[src/rtl/tmr_pkg.sv]
package tmr_pkg;
  typedef enum logic [1:0] {
    ADDR_RUN  = 2'd0,
    ADDR_CFG  = 2'd1,
    ADDR_CMPA = 2'd2,
    ADDR_FLAG = 2'd3
  } tmr_addr_e;

  typedef struct packed {
    logic fall_edge;
    logic invert;
    logic hold;
  } tmr_cfg_t;

  localparam int CFG_W = $bits(tmr_cfg_t);
endpackage

[src/rtl/tmr_regs.sv]
module tmr_regs
  import tmr_pkg::*;
#(
  parameter int CNT_W = 16
) (
  input  logic             clk,
  input  logic             rst_n,
  input  logic             wr_en,
  input  logic [1:0]       wr_addr,
  input  logic [CNT_W-1:0] wr_data,
  output tmr_cfg_t         cfg,
  output logic [CNT_W-1:0] cmpa,
  output logic             sw_set,
  output logic             sw_clr,
  output logic             flag_clr
);
  tmr_cfg_t         cfg_q, cfg_n;
  logic [CNT_W-1:0] cmpa_q, cmpa_n;
  tmr_addr_e        addr;

  assign addr = tmr_addr_e'(wr_addr);

  always_comb begin
    cfg_n  = cfg_q;
    cmpa_n = cmpa_q;
    if (wr_en && addr == ADDR_CFG)  cfg_n  = tmr_cfg_t'(wr_data[CFG_W-1:0]);
    if (wr_en && addr == ADDR_CMPA) cmpa_n = wr_data;
  end

  always_ff @(posedge clk or negedge rst_n) begin
    if (!rst_n) begin
      cfg_q  <= '0;
      cmpa_q <= '0;
    end else begin
      cfg_q  <= cfg_n;
      cmpa_q <= cmpa_n;
    end
  end

  assign sw_set   = wr_en && addr == ADDR_RUN  &&  wr_data[0];
  assign sw_clr   = wr_en && addr == ADDR_RUN  && !wr_data[0];
  assign flag_clr = wr_en && addr == ADDR_FLAG &&  wr_data[0];
  assign cfg      = cfg_q;
  assign cmpa     = cmpa_q;
endmodule

[src/rtl/tmr_trig_sync.sv]
module tmr_trig_sync #(
  parameter int SYNC_STAGES = 2
) (
  input  logic clk,
  input  logic rst_n,
  input  logic pin,
  input  logic fall_sel,
  output logic edge_act
);
  localparam int HIST_W = SYNC_STAGES + 1;

  logic [HIST_W-1:0] hist_q, hist_n;
  logic              cur, prev;

  always_comb begin
    hist_n = {hist_q[HIST_W-2:0], pin};
  end

  always_ff @(posedge clk or negedge rst_n) begin
    if (!rst_n) hist_q <= '0;
    else        hist_q <= hist_n;
  end

  assign cur      = hist_q[HIST_W-2];
  assign prev     = hist_q[HIST_W-1];
  assign edge_act = fall_sel ? (prev & ~cur) : (cur & ~prev);
endmodule

[src/rtl/tmr_core.sv]
module tmr_core #(
  parameter int CNT_W = 16
) (
  input  logic             clk,
  input  logic             rst_n,
  input  logic             tick_en,
  input  logic             hold,
  input  logic [CNT_W-1:0] cmpa,
  input  logic             start,
  input  logic             sw_clr,
  input  logic             flag_clr,
  output logic             run,
  output logic [CNT_W-1:0] cnt,
  output logic             flag
);
  localparam logic [CNT_W-1:0] ONE = CNT_W'(1);

  logic             run_q, run_n;
  logic [CNT_W-1:0] cnt_q, cnt_n, cnt_inc;
  logic             flag_q, flag_n;

  assign cnt_inc = cnt_q + ONE;

  always_comb begin
    run_n  = run_q;
    cnt_n  = cnt_q;
    flag_n = flag_q;
    if (flag_clr) flag_n = 1'b0;
    if (!run_q) begin
      if (start) begin
        run_n = 1'b1;
        cnt_n = '0;
      end
    end else if (sw_clr) begin
      run_n = 1'b0;
    end else if (tick_en && !hold) begin
      cnt_n = cnt_inc;
      if (cmpa == '0 || cnt_inc == cmpa) begin
        run_n  = 1'b0;
        flag_n = 1'b1;
      end
    end
  end

  always_ff @(posedge clk or negedge rst_n) begin
    if (!rst_n) begin
      run_q  <= 1'b0;
      cnt_q  <= '0;
      flag_q <= 1'b0;
    end else begin
      run_q  <= run_n;
      cnt_q  <= cnt_n;
      flag_q <= flag_n;
    end
  end

  assign run  = run_q;
  assign cnt  = cnt_q;
  assign flag = flag_q;
endmodule

[src/rtl/oneshot_timer.sv]
module oneshot_timer
  import tmr_pkg::*;
#(
  parameter int CNT_W       = 16,
  parameter int SYNC_STAGES = 2
) (
  input  logic             clk,
  input  logic             rst_n,
  input  logic             tick_en,
  input  logic             wr_en,
  input  logic [1:0]       wr_addr,
  input  logic [CNT_W-1:0] wr_data,
  input  logic             trig_in,
  output logic             pulse_out,
  output logic             cmpa_flag
);
  tmr_cfg_t         cfg;
  logic [CNT_W-1:0] cmpa;
  logic [CNT_W-1:0] cnt;
  logic             sw_set, sw_clr, flag_clr;
  logic             pin_edge, start, run, flag, hold_sig;

  tmr_regs #(.CNT_W(CNT_W)) u_regs (
    .clk      (clk),
    .rst_n    (rst_n),
    .wr_en    (wr_en),
    .wr_addr  (wr_addr),
    .wr_data  (wr_data),
    .cfg      (cfg),
    .cmpa     (cmpa),
    .sw_set   (sw_set),
    .sw_clr   (sw_clr),
    .flag_clr (flag_clr)
  );

  tmr_trig_sync #(.SYNC_STAGES(SYNC_STAGES)) u_sync (
    .clk      (clk),
    .rst_n    (rst_n),
    .pin      (trig_in),
    .fall_sel (cfg.fall_edge),
    .edge_act (pin_edge)
  );

  assign start    = sw_set | pin_edge;
  assign hold_sig = cfg.hold;

  tmr_core #(.CNT_W(CNT_W)) u_core (
    .clk      (clk),
    .rst_n    (rst_n),
    .tick_en  (tick_en),
    .hold     (hold_sig),
    .cmpa     (cmpa),
    .start    (start),
    .sw_clr   (sw_clr),
    .flag_clr (flag_clr),
    .run      (run),
    .cnt      (cnt),
    .flag     (flag)
  );

  assign pulse_out = run ^ cfg.invert;
  assign cmpa_flag = flag;
endmodule

[config.mk]
export PLATFORM = sky130hd
export DESIGN_NAME = oneshot_timer
export DESIGN_NICKNAME = d
export VERILOG_FILES = /design/src/rtl/tmr_pkg.sv /design/src/rtl/tmr_regs.sv /design/src/rtl/tmr_trig_sync.sv /design/src/rtl/tmr_core.sv /design/src/rtl/oneshot_timer.sv
export SDC_FILE = /design/constraint.sdc
export NUM_CORES = 1
export LEC_CHECK = 0
export CAP_MARGIN = 40
export CORE_MARGIN = 3
export CORE_UTILIZATION = 45
export CTS_CLUSTER_DIAMETER = 100
export CTS_CLUSTER_SIZE = 30
export DETAILED_ROUTE_END_ITERATION = 8
export PLACE_DENSITY = 0.66
export RECOVER_POWER = 25
export SETUP_SLACK_MARGIN = 0.3
export SYNTH_ARGS = -nofsm -noshare
export SYNTH_HDL_FRONTEND = slang
export SYNTH_SLANG_ARGS = --single-unit
[constraint.sdc]
create_clock -name clk -period 3.8 [get_ports clk]
set_clock_uncertainty 0.15 [all_clocks]
set_input_delay 0.57 -clock clk [delete_from_list [all_inputs] [get_ports clk]]
set_output_delay 0.57 -clock clk [all_outputs]
set_load 0.01 [all_outputs]
Word-level counts from Yosys, hierarchy flattened
Index checks and enable logic that the tools add are counted.
{"block": "op_classes", "n_reduce_logical": 15, "add_sub_neg": 1, "mul": 0, "n_eq_ne": 6, "n_shift": 0, "n_mux": 15, "n_div": 0, "n_bitwise": 6, "order_cmp": 0}
{"operator": "$mux W16", "n": 4}
{"operator": "$add A16 B1 Y16 const B", "n": 1}
{"operator": "$eq A16 B16 Y1", "n": 1}
{"operator": "$logic_not A16 Y1", "n": 1}
{"operator": "$mux W1", "n": 11}
{"operator": "$logic_and A1 B1 Y1", "n": 8}
{"operator": "$eq A2 B2 Y1 const B", "n": 2}
{"operator": "$ne A2 B2 Y1 const B", "n": 2}
{"operator": "$reduce_and A3 Y1", "n": 1}
{"operator": "$and A1 B1 Y1", "n": 2}
{"operator": "$eq A2 B1 Y1 const B", "n": 1}
{"operator": "$logic_not A1 Y1", "n": 2}
{"operator": "$logic_not A2 Y1", "n": 1}
{"operator": "$not A1 Y1", "n": 2}
{"operator": "$reduce_bool A2 Y1", "n": 1}
{"operator": "$logic_or A1 B1 Y1", "n": 1}
{"operator": "$or A1 B1 Y1", "n": 1}
{"operator": "$xor A1 B1 Y1", "n": 1}
{"block": "word_totals", "mem_count": 0, "latch_bits": 0, "in_bits": 23, "out_inout_bits": 2, "ram_bits": 0, "rom_bits": 0, "reg_bits": 40}

Depth between registers and ports, before layout
{"block": "depth", "depth_word": 8, "depth_mapped": 7}

Modules after synthesis
A second synthesis with hierarchy kept.
{"block": "hier_totals", "cells_unflattened": 220, "hier_area_um2": 2297.2}
{"mod": "tmr_core", "cells_per_inst": 168, "instances": 1, "area_each_um2": 1388.8, "seq_area_each_um2": 450.4}
{"mod": "tmr_regs", "cells_per_inst": 44, "instances": 1, "area_each_um2": 795.8, "seq_area_each_um2": 475.5}
{"mod": "tmr_trig_sync", "cells_per_inst": 6, "instances": 1, "area_each_um2": 97.6, "seq_area_each_um2": 75.1}
{"mod": "oneshot_timer", "cells_per_inst": 2, "instances": 1, "area_each_um2": 15.0, "seq_area_each_um2": 0.0}

Worst setup path after synthesis
Ideal clock, no wire load.
{"block": "synth_path", "kind": "register to register", "startpoint": "reg u_core.cnt_q[0] (netlist: u_core.cnt[0])", "endpoint": "reg u_core.flag_q (netlist: u_core.flag)", "path_buffers": 0, "synth_period_minus_slack_ns": 2.306, "slack_ns": 1.494, "path_stages_with_launch": 8, "arrival_ns": 2.079, "path_cell_list": "dfrtp_1 > ha_1 > nand3_1 > nor4_1 > xnor2_1 > nand2_1 > or4_1 > o21ai_1"}
{"block": "synth_via", "elab_chain_len": 7}
{"item": "from (decl)", "line": "tmr_core.sv:19", "rtl": "logic [CNT_W-1:0] cnt_q, cnt_n, cnt_inc;"}
{"item": "from (signal assigned)", "line": "tmr_core.sv:52", "rtl": "cnt_q <= cnt_n;"}
{"item": "$add A16 B1 Y16", "line": "tmr_core.sv:22", "rtl": "assign cnt_inc = cnt_q + ONE;"}
{"item": "$eq A16 B16 Y1", "line": "tmr_core.sv:38", "rtl": "if (cmpa == '0 || cnt_inc == cmpa) begin"}
{"item": "$logic_or A1 B1 Y1", "line": "tmr_core.sv:38"}
{"item": "$mux W1", "line": "tmr_core.sv:38"}
{"item": "$mux W1", "line": "tmr_core.sv:36", "rtl": "end else if (tick_en && !hold) begin"}
{"item": "$mux W1", "line": "tmr_core.sv:34", "rtl": "end else if (sw_clr) begin"}
{"item": "$mux W1", "line": "tmr_core.sv:29", "rtl": "if (!run_q) begin"}
{"item": "named net u_core.flag_n", "line": "tmr_core.sv:20", "rtl": "logic flag_q, flag_n;"}
{"item": "to (signal assigned)", "line": "tmr_core.sv:53", "rtl": "flag_q <= flag_n;"}
{"item": "to (decl)", "line": "tmr_core.sv:20"}
The timed path passes the listed nets, and every way through them passes these cells.
A chain may end at the register's enable or synchronous reset.

Worst setup path after layout
Ends and elaborated chain as after synthesis.

==> impl_metrics.ini <==
[worst_hold_path]
hold_start = u_sync.hist_q[0]
whs_path_depth = 0
holdCritPathClass = flop to flop

[synth]
synth.avg_cell_area_um2 = 10.1
synth_cell_types = 43
yosysWarnings = 0
synthCells = 223
syn_area_um2 = 2250
syn-num-nets = 247
yosys_register_bits = 40
synth-seq-area-share_pct = 44.4

[timing]
finalWorstPathRequiredPeriod_ns = 2.62
slew_violations = 0
layout_setup_ws_ns = 1.18
setup_viol = 0
finalCritPeriodShare_pct = 69.0
tns_ns = 0
fmax_mhz = 381
hold_viol = 0
maxSlewHeadroom_pct = 20.9
tightest_slew_ns = 1.19
rsz0062_at_grt = no

[layout]
nets = 269
areaGrowthSynthToFinish_pct = 18.6
drive_gt1_share_pct = 13.8
postLayoutCoreUtil_pct = 55.8
diodes = 0
final_cells = 313

[floorplanning]
io_pins = 25
initial_core_util_pct = 47.1
core_um2 = 4790
fp.dieH_um = 76.7
die-area_um2 = 5890
rows = 25
die_w_um = 76.7

[critical_path]
cp-end-kind = flop
rr_worst_depth = 7
cp-start-kind = flop
critical_path.startpoint = u_core.cnt[0]
path_max_fanout = 7
worstPathArrival_ns = 2.70
worstPathRequired_ns = 3.88
crit_type = flop to flop
timing.rr.start = u_core.cnt[0]

[routing]
num_vias = 1753
routedWlPerCell_um = 15.6
finalWirelength_um = 4890
drc = 0
ant_nets = 0
first_pass_iters = 4
drtIter0Drc = 125
viasPerCell = 5.60

[clocking]
cts_tree = done
clk_path_buf_depth = 2
cts.clk_slew.worst_paths_ns = 0.08
cts_max_level = 2
cts-resized-gates = 0
ctsHoldBuffers = 0
clkLatencyLatePin_ns = 0.29
clkSinkCount = 40
cts_buffers = 5
ctsRootBufferMaster = clkbuf_8
post_cts_buffers = 0

[placement]
gp_congestion = 0.924
dp.cells = 305
portBuffers = 24
pre_cts_ws_ns = 1.00
dp_hpwl_um = 3650

[global_routing]
grt_pass1_vias = 1777
grt_overflow = 0
grt_max_degree = 22
grt_usage_pct = 18.4
grt_pass1_wl_um = 8630
antenna_found_initial = 0

[job]
cap_violations = 0

[power]
total_power_w = 0.00119
p_per_area_nw_per_um2 = 445
peakVddDrop_mv = 0.230
p_leak_nw = 1.06

[outcome]
status = complete, no violations
## final cells by class
cell class,instances,area [um2]
Tap cell,67,83.8
Sequential cell,40,1000
Multi-Input combinational cell,171,1190
Clock inverter,1,30.0
Timing Repair Buffer,25,262
Clock buffer,7,96.3
Inverter,2,7.51
Fill cell,430,2120
## synth_stat cells, drive strengths merged
master	instances	area [um2]
or4	2	15.0
a21o	1	7.51
o41ai	2	17.5
inv	2	7.51
o31ai	6	45.0
or2b	1	7.51
a21oi	7	35.0
xor2	13	114
clkbuf	7	26.3
o21a	1	7.51
a31oi	1	6.26
o21ai	23	115
and2	3	18.8
or3	1	6.26
xnor2	12	105
mux2	19	214
nor4	8	56.3
and4	1	8.76
nor4bb	1	10.0
nand3b	3	22.5
nand4	7	43.8
nor2b	4	25.0
nor3	5	25.0
nor3b	3	22.5
dfrtp	40	1000
buf	3	27.5
nor4b	1	15.0
and3	4	31.3
ha	1	12.5
mux2i	2	20.0
o211ai	1	7.51
nand3	7	35.0
a2111oi	1	15.0
a22o	2	17.5
nand2	14	55.1
nor2	14	52.6
## report_power, final
part / internal (W) / total, W / leakage, nW / switching (W)
Combinational: 0.000134 / 0.000252 / 0.496 / 0.000119
Clock: 0.000232 / 0.000386 / 0.0645 / 0.000154
Sequential: 0.000481 / 0.000551 / 0.502 / 0.0000698
Total: 0.000847 / 0.00119 / 1.06 / 0.000342
## flip-flops by register name (all words and copies together), names as in the netlist
register	flops
u_regs.cfg	3
u_regs.cmpa	16
u_core.flag	1
u_core.run	1
u_core.cnt	16
u_sync.hist_q	3
## path summary, 6_finish.rpt
| path | slack (ns) | endpoint |
|---|---|---|
| max | 1.18 | u_core.flag |
| min | 0.22 | u_sync.hist_q[1] |
| max reg2reg | 1.18 | u_core.flag |
| min reg2reg | 0.22 | u_sync.hist_q[1] |
| max in group asynchronous | 2.44 | u_core.cnt[1] |
| min in group asynchronous | 0.34 | u_core.cnt[12] |
## kinds of logic (layout without fill, tap and decap cells)
| group | after synthesis | in the layout | synth area share [%] |
|---|---|---|---|
| xor+xnor | 25 | 25 | 9.72 |
| simple gates | 79 | 79 | 20.0 |
| mux | 21 | 21 | 10.4 |
| buf+inv | 12 | 35 | 2.72 |
| compound gates | 45 | 45 | 12.2 |
| flops | 40 | 40 | 44.4 |
| fa+ha+maj | 1 | 1 | 0.555 |
## worst max-delay path: stages (launching register included)
cell,delay (ns)
dfrtp_1,0.46
ha_1,0.32
nand3_1,0.19
nor4_1,0.57
xnor2_1,0.18
nand2_1,0.09
or4_1,0.48
o21ai_1,0.13
## per-stage QoR
step	area (um2)	hold WS (ns)
4_1_cts	2670	0.0959
5_1_grt	2670	0.235
3_5_place_dp	2540	0.200
6_report	2670	0.218
3_3_place_gp	2520	0.183
2_1_floorplan	2250	0.124
## layout by cell type (no fill, tap or decap), drive strengths merged, types with 8 or more instances in the layout
cell type	count
xnor2	12
nor4	8
nor2	14
mux2	19
clkbuf	8
clkdlybuf4s50	23
dfrtp	40
o21ai	23
xor2	13
nand2	14
## layer usage
| layer | wire length, um | track usage, % | part of all wire (%) | vias to the layer above |
|---|---|---|---|---|
| met5 | 0 | 0 | 0 | - |
| met2 | 2220 | 27.9 | 45 | 44 |
| met3 | 234 | 3.87 | 4.8 | 13 |
| met4 | 150 | 9.06 | 3.1 | 0 |
| met1 | 2280 | 24.9 | 47 | 840 |
| li1 | - | - | - | 856 |
No activity file was read; power rests on OpenSTA's default activity.
